File: src/rtl/sgs_pkg.sv
package sgs_pkg;
  // Half-dB steps: 20 dB per decade of amplitude over 0.5 dB -> 40 steps/decade
  localparam int STEPS_PER_DECADE = 40;

  // Unsigned fixed-point multiplier for step k, fb fraction bits
  function automatic int gain_code(int k, int zero_idx, int fb);
    real lin;
    lin = 10.0 ** (real'(k - zero_idx) / real'(STEPS_PER_DECADE));
    return $rtoi(lin * real'(1 << fb) + 0.5);
  endfunction
endpackage

File: src/rtl/dg_ctrl_reg.sv
module dg_ctrl_reg #(
  parameter int SW       = 6,
  parameter int STEP_MAX = 42,
  parameter int STEP_DEF = 29
) (
  input  logic          clk,
  input  logic          rst,
  input  logic          wr_en,
  input  logic [SW-1:0] wr_step,
  input  logic          wr_byp,
  output logic [SW-1:0] step_q,
  output logic          byp_q
);
  localparam logic [SW-1:0] MAX_C = SW'(STEP_MAX);
  localparam logic [SW-1:0] DEF_C = SW'(STEP_DEF);

  logic [SW-1:0] step_clamped;
  always_comb step_clamped = (wr_step > MAX_C) ? MAX_C : wr_step;

  always_ff @(posedge clk) begin
    if (rst) begin
      step_q <= DEF_C;
      byp_q  <= 1'b0;
    end else if (wr_en) begin
      step_q <= step_clamped;
      byp_q  <= wr_byp;
    end
  end

  a_r6_clamp: assert property (@(posedge clk) disable iff (rst)
    (wr_en && (wr_step > MAX_C)) |=> (step_q == MAX_C));
  a_r8_fields: assert property (@(posedge clk) disable iff (rst)
    wr_en |=> (byp_q == $past(wr_byp)));
endmodule

File: src/rtl/dg_gain_rom.sv
module dg_gain_rom
  import sgs_pkg::*;
#(
  parameter int AW       = 6,
  parameter int MW       = 16,
  parameter int FB       = 12,
  parameter int DEPTH    = 43,
  parameter int ZERO_IDX = 6,
  parameter int RST_IDX  = 29
) (
  input  logic          clk,
  input  logic          rst,
  input  logic [AW-1:0] rd_addr,
  output logic [MW-1:0] rd_data
);
  localparam int SLOTS = 1 << AW;
  localparam logic [MW-1:0] RST_CODE  = MW'(gain_code(RST_IDX, ZERO_IDX, FB));
  localparam logic [MW-1:0] UNITY     = MW'(1 << FB);
  localparam logic [AW-1:0] ZERO_ADDR = AW'(ZERO_IDX);

  logic [MW-1:0] rom [SLOTS];

  for (genvar k = 0; k < SLOTS; k++) begin : g_rom
    localparam int KK = (k < DEPTH) ? k : DEPTH - 1;
    assign rom[k] = MW'(gain_code(KK, ZERO_IDX, FB));
  end

  always_ff @(posedge clk) begin
    if (rst) rd_data <= RST_CODE;
    else     rd_data <= rom[rd_addr];
  end

  a_r2_unity_step: assert property (@(posedge clk) disable iff (rst)
    (rd_addr == ZERO_ADDR) |=> (rd_data == UNITY));
endmodule

File: src/rtl/dg_scale_lane.sv
module dg_scale_lane #(
  parameter int IW = 12,
  parameter int MW = 16,
  parameter int OW = 14,
  parameter int SH = 10
) (
  input  logic                 clk,
  input  logic                 rst,
  input  logic                 ld_prod,
  input  logic signed [IW-1:0] x,
  input  logic        [MW-1:0] m,
  input  logic                 ld_out,
  output logic signed [OW-1:0] y_q,
  output logic                 sat_q
);
  localparam int PW   = IW + MW + 1;
  localparam int MAXI = (1 << (OW - 1)) - 1;
  localparam int MINI = -(1 << (OW - 1));
  localparam logic signed [PW-1:0] MAXV = PW'(MAXI);
  localparam logic signed [PW-1:0] MINV = PW'(MINI);
  localparam logic signed [PW-1:0] RND  = PW'(1 << (SH - 1));
  localparam logic signed [OW-1:0] YMAX = OW'(MAXI);
  localparam logic signed [OW-1:0] YMIN = OW'(MINI);

  logic signed [MW:0]   m_s;
  logic signed [PW-1:0] p_q;
  logic signed [PW-1:0] rnd_sum;
  logic signed [PW-1:0] r;
  logic                 hi, lo;

  assign m_s = {1'b0, m};

  always_ff @(posedge clk) begin
    if (rst)          p_q <= '0;
    else if (ld_prod) p_q <= x * m_s;
  end

  always_comb begin
    rnd_sum = p_q + RND;
    r       = rnd_sum >>> SH;
    hi      = (r > MAXV);
    lo      = (r < MINV);
  end

  always_ff @(posedge clk) begin
    if (rst) begin
      y_q   <= '0;
      sat_q <= 1'b0;
    end else if (ld_out) begin
      y_q   <= hi ? YMAX : (lo ? YMIN : r[OW-1:0]);
      sat_q <= hi | lo;
    end
  end

  a_r4_rail: assert property (@(posedge clk) disable iff (rst)
    sat_q |-> ((y_q == YMAX) || (y_q == YMIN)));
endmodule

File: src/rtl/step_gain_stage.sv
module step_gain_stage #(
  parameter int IW       = 12,
  parameter int OW       = 14,
  parameter int MW       = 16,
  parameter int FB       = 12,
  parameter int SW       = 6,
  parameter int STEP_MAX = 42,
  parameter int STEP_DEF = 29,
  parameter int ZERO_IDX = 6
) (
  input  logic                 clk,
  input  logic                 rst,
  input  logic                 cfg_wr,
  input  logic [SW:0]          cfg_wdata,
  input  logic                 in_valid,
  input  logic signed [IW-1:0] corr_i,
  input  logic signed [IW-1:0] corr_q,
  input  logic signed [IW-1:0] raw_i,
  input  logic signed [IW-1:0] raw_q,
  output logic                 out_valid,
  output logic signed [OW-1:0] out_i,
  output logic signed [OW-1:0] out_q,
  output logic                 out_sat
);
  localparam int LANES = 2;
  // Output shift: fraction bits minus the headroom bits gained by widening
  localparam int SH = FB - (OW - IW);

  logic [SW-1:0] step_q;
  logic          byp_q;
  logic [MW-1:0] gain_m;
  logic          byp_d;

  logic signed [IW-1:0] s1_x [LANES];
  logic [MW-1:0]        s1_m;
  logic                 s1_v, s2_v, s3_v;
  logic signed [OW-1:0] lane_y [LANES];
  logic                 lane_sat [LANES];
  logic signed [IW-1:0] sel_x [LANES];

  dg_ctrl_reg #(.SW(SW), .STEP_MAX(STEP_MAX), .STEP_DEF(STEP_DEF)) u_ctrl (
    .clk(clk), .rst(rst), .wr_en(cfg_wr),
    .wr_step(cfg_wdata[SW-1:0]), .wr_byp(cfg_wdata[SW]),
    .step_q(step_q), .byp_q(byp_q)
  );

  dg_gain_rom #(.AW(SW), .MW(MW), .FB(FB), .DEPTH(STEP_MAX + 1),
                .ZERO_IDX(ZERO_IDX), .RST_IDX(STEP_DEF)) u_rom (
    .clk(clk), .rst(rst), .rd_addr(step_q), .rd_data(gain_m)
  );

  // Bypass follows the same one-cycle path as the table read
  always_ff @(posedge clk) begin
    if (rst) byp_d <= 1'b0;
    else     byp_d <= byp_q;
  end

  always_comb begin
    sel_x[0] = byp_d ? raw_i : corr_i;
    sel_x[1] = byp_d ? raw_q : corr_q;
  end

  // Sample boundary: data, gain and source are captured together
  always_ff @(posedge clk) begin
    if (rst) begin
      s1_v <= 1'b0;
      s1_m <= '0;
      for (int l = 0; l < LANES; l++) s1_x[l] <= '0;
    end else begin
      s1_v <= in_valid;
      if (in_valid) begin
        s1_m <= gain_m;
        for (int l = 0; l < LANES; l++) s1_x[l] <= sel_x[l];
      end
    end
  end

  always_ff @(posedge clk) begin
    if (rst) begin
      s2_v <= 1'b0;
      s3_v <= 1'b0;
    end else begin
      s2_v <= s1_v;
      s3_v <= s2_v;
    end
  end

  for (genvar g = 0; g < LANES; g++) begin : g_lane
    dg_scale_lane #(.IW(IW), .MW(MW), .OW(OW), .SH(SH)) u_lane (
      .clk(clk), .rst(rst), .ld_prod(s1_v), .x(s1_x[g]), .m(s1_m),
      .ld_out(s2_v), .y_q(lane_y[g]), .sat_q(lane_sat[g])
    );
  end

  assign out_valid = s3_v;
  assign out_i     = lane_y[0];
  assign out_q     = lane_y[1];
  assign out_sat   = lane_sat[0] | lane_sat[1];

  a_r5_latency: assert property (@(posedge clk) disable iff (rst)
    in_valid |=> ##2 out_valid);
  a_r10_idle_hold: assert property (@(posedge clk) disable iff (rst)
    !in_valid |=> ##2 (!out_valid && $stable(out_i) && $stable(out_q)));
  a_r7_bypass_sel: assert property (@(posedge clk) disable iff (rst)
    (in_valid && byp_d) |=> (s1_x[0] == $past(raw_i)));
  a_r9_gain_with_sample: assert property (@(posedge clk) disable iff (rst)
    in_valid |=> (s1_m == $past(gain_m)));
endmodule

File: config.mk
export PLATFORM = sky130hd
export DESIGN_NAME = step_gain_stage
export DESIGN_NICKNAME = d
export VERILOG_FILES = /design/src/rtl/sgs_pkg.sv /design/src/rtl/dg_ctrl_reg.sv /design/src/rtl/dg_gain_rom.sv /design/src/rtl/dg_scale_lane.sv /design/src/rtl/step_gain_stage.sv
export SDC_FILE = /design/constraint.sdc
export NUM_CORES = 1
export LEC_CHECK = 0
export ABC_AREA = 1
export BUFFER_PORTS_ARGS = -buffer_cell sky130_fd_sc_hd__buf_2
export CAP_MARGIN = 10
export CORE_MARGIN = 1
export CORE_UTILIZATION = 45
export DETAILED_ROUTE_END_ITERATION = 6
export GPL_TIMING_DRIVEN = 0
export HOLD_SLACK_MARGIN = 0.1
export PLACE_DENSITY_LB_ADDON = 0.08
export SYNTH_ARGS = -nofsm -noshare
export SYNTH_HDL_FRONTEND = slang
export SYNTH_SLANG_ARGS = --single-unit
File: constraint.sdc
create_clock -name clk -period 6.2 [get_ports clk]
set_input_delay 1.24 -clock clk [delete_from_list [all_inputs] [get_ports clk]]
set_output_delay 1.24 -clock clk [all_outputs]
set_load 0.005 [all_outputs]
==> results.json <==
{
  "status": "complete, no violations",
  "hold_buffers": 0,
  "relSlewSlack_pct": 39.0,
  "via_per_inst": 5.16,
  "holdPathStages": 2,
  "dpl.hpwl_um": 53300,
  "synth_nets": 3240,
  "row_count": 76,
  "cts_tree": "done",
  "drtIter0Drc": 1220,
  "highest_layer": "met4",
  "layout-drive-gt1-share_pct": 5.88,
  "grt_pass1_wl_um": 101000,
  "cp_data_arrival_time_ps": 6290,
  "initial_core_util_pct": 45.5,
  "rr_endpoint": "g_lane[1].u_lane.p_q[17]",
  "required_ps": 6580,
  "slowest_stage": "fa_1",
  "clkTransAtPathRegs_ps": 70,
  "power_mw": 3.82,
  "holdCritPathClass": "flop to flop",
  "critPathKind": "flop to flop",
  "firstDrtPassIters": 7,
  "yosysTopAreaCell": "fa_1",
  "gr-usage-all-layers_pct": 30.2,
  "worstHoldStart": "u_rom.rd_data[13]",
  "ios": 89,
  "dieArea_um2": 44300,
  "cts.sinks": 135,
  "avgSynthCellArea_um2": 7.12,
  "drc": 0,
  "critPathMaxStageDelay_ps": 600,
  "detailroute.wirelength.met3_um": 4620,
  "core-area_um2": 43000,
  "setup_violations": 0,
  "layout_worst_path_cycle_share_pct": 95.4,
  "root_buffer": "clkbuf_16",
  "htree_levels": 4,
  "rsz0062_at_grt": "no",
  "fillers": 4484,
  "area_growth_pct": 9.06,
  "wl_met1_um": 27800,
  "power_leakage_nw": 11.4,
  "cts_buffers": 17,
  "grt_start_max_net_pins": 20,
  "reg2reg_slack_ps": 290,
  "layout.nets": 3339,
  "grt_pass1_vias": 18100,
  "drv_slew": 0,
  "critPathLaunchType": "flop",
  "finalHoldViolCount": 0,
  "fin_tns_setup_ps": 0,
  "grt.overflow.total": 0,
  "vias": 17800,
  "avgRoutedWirePerCell_um": 18.5,
  "r2r_start": "s1_x[0][17]",
  "synth_seq_area_share_pct": 15.0,
  "tightestPinTransition_ps": 915,
  "antenna_left": 0,
  "die_w_um": 211,
  "synth.distinct_cells": 47,
  "port_buffers": 87,
  "synth_cells": 2746,
  "antenna_found_initial": 2,
  "fin_crit_ps": 5910,
  "synth.top_cell.area_share_pct": 26.4,
  "wl_um": 63800,
  "critPathCaptureType": "flop",
  "hold_end": "s1_m[13]",
  "clock_skew_ps": 18.0,
  "p_per_area_nw_per_um2": 179,
  "synth-seq-cells": 135,
  "peakVddDrop_mv": 0.195,
  "netlist_area_um2": 19600,
  "r2r_cells": 20,
  "clk_latency_ps": 450,
  "worstPathMaxFanout": 10,
  "path_cells": "clkbuf_1 -> nand2_1 -> fa_1 -> fa_1 -> inv_1 -> fa_1 -> fa_1 -> inv_1 -> fa_1 -> inv_1 -> ha_1 -> nand2_1 -> o21ai_0 -> nand2_1 -> nand2_1 -> inv_1 -> nand2_1 -> xor2_1 -> nor2_1 -> nor2_1",
  "synthTopCellsByArea": "fa_1 26%, nand2_1 13%, inv_1 12%",
  "met2_length_um": 28800,
  "max_freq_ghz": 0.169,
  "cts.path.max_buffers": 2,
  "yosysWarnings": 0,
  "maxCapViolCount": 0,
  "gp_congestion": 0.949,
  "fp.dieH_um": 211
}
[cell type report]
cell class | count | area, µm² | share of cell area, %
Sequential cell | 135 | 2940 | 13.8
Clock buffer | 20 | 458 | 2.15
Buffer | 102 | 429 | 2.01
Antenna cell | 2 | 5.00 | 0.0235
Clock inverter | 12 | 115 | 0.540
Timing Repair Buffer | 88 | 463 | 2.17
Multi-Input combinational cell | 1891 | 13900 | 65.2
Tap cell | 585 | 732 | 3.43
Inverter | 610 | 2290 | 10.7
[registers in the layout (all words and copies together), names as in the netlist]
signal,flops
g_lane.u_lane.p_q,40
g_lane.u_lane.y_q,28
s1_x,24
s1_m,15
u_rom.rd_data,15
u_ctrl.step_q,6
g_lane.u_lane.sat_q,2
byp_d,1
out_valid,1
s1_v,1
s2_v,1
u_ctrl.byp_q,1
[critical path: cells and delay by family, from the launching register on]
family / cells / cell delay, ps
AOI/OAI and AO/OA: 1 / 250
xor gates and xnor gates: 1 / 350
adders and majority gates: 6 / 3130
buffers and inverters: 5 / 790
DFF: 1 / 530
and+or+nand+nor: 7 / 780
[synthesized netlist by cell type, drive strengths merged]
library cell    n
dfxtp         111
xor2           31
a21o            5
a311oi          1
o211ai         12
buf            10
o21ai         113
o31ai           5
clkinv          1
o2111ai         1
a221oi          4
a221o           1
ha            177
a31oi           3
clkbuf        100
a211oi          2
nor3           19
o221ai          2
edfxtp         24
nand2         696
or2             3
nor2          255
and3            2
fa            258
o311ai          1
o21bai          6
inv           609
o21a            5
a21oi         158
nor4            7
o22ai           6
xnor2          12
nand3          85
a21boi          3
nand4          17
a32o            1
[what timing repair did]
item                       CTS  global route
gates resized for setup      0            50
setup endpoints to repair    0            27
buffers inserted             0             0
[cells in the final DEF, fill, tap and decap left out, types with 7 or more instances in the layout]
| master | count |
|---|---|
| clkbuf_2 | 24 |
| nand3_1 | 83 |
| buf_2 | 91 |
| inv_1 | 609 |
| a21oi_1 | 158 |
| ha_1 | 177 |
| xnor2_1 | 12 |
| nor3_1 | 18 |
| dfxtp_1 | 111 |
| nor2_1 | 247 |
| nand2_1 | 691 |
| xor2_1 | 30 |
| fa_1 | 258 |
| o21ai_0 | 108 |
| nor4_1 | 7 |
| o211ai_1 | 12 |
| clkbuf_1 | 70 |
| clkbuf_16 | 18 |
| nand4_1 | 17 |
| edfxtp_1 | 24 |
[power by group]
part | leakage, nW | total [mW] | internal, mW | switching [mW]
combinational | 9.98 | 1.76 | 0.575 | 1.18
sequential | 1.18 | 1.07 | 0.964 | 0.105
clock | 0.270 | 0.995 | 0.579 | 0.415
[cell families (layout without fill, tap and decap cells)]
| kind of cell | after synthesis | count (layout) | synth area share (%) |
|---|---|---|---|
| simple gates | 1084 | 1084 | 22.2 |
| buf+inv | 720 | 832 | 13.9 |
| fa+ha+maj | 435 | 435 | 37.7 |
| compound gates | 329 | 329 | 9.18 |
| other cells | 0 | 2 | 0 |
| xor+xnor | 43 | 43 | 1.96 |
| flops | 135 | 135 | 15.0 |
[how the worst max path moves through the flow]
stage / from / cells after the start / end / slack, ps
floorplan: s1_m[8] / 21 / g_lane[1].u_lane.p_q[21] / 1290
global placement: s1_m[6] / 19 / g_lane[1].u_lane.p_q[19] / 80
detailed placement: s1_m[6] / 19 / g_lane[1].u_lane.p_q[19] / 10
CTS: s1_m[6] / 19 / g_lane[1].u_lane.p_q[19] / 3
global route: s1_x[0][17] / 20 / g_lane[1].u_lane.p_q[17] / 10
finish: s1_x[0][17] / 20 / g_lane[1].u_lane.p_q[17] / 290
[layer usage]
layer	vias up	GRT usage, %
met2	581	48.2
met4	0	12.9
met1	8566	40.2
met3	131	5.57
met5	-	0
li1	8498	-
[through the flow]
step	setup slack [ps]	util [%]	cells	cell area [µm²]	hold WS, ps
2_1_floorplan	1290	-	2746	19600	396
3_3_place_gp	80.1	48.2	3418	20700	403
3_5_place_dp	12.7	48.3	3419	20800	404
4_1_cts	3.40	49.6	3451	21300	418
5_1_grt	10.4	49.6	3443	21300	437
6_report	286	49.6	3445	21300	414
(Power assumes the default switching activity.)
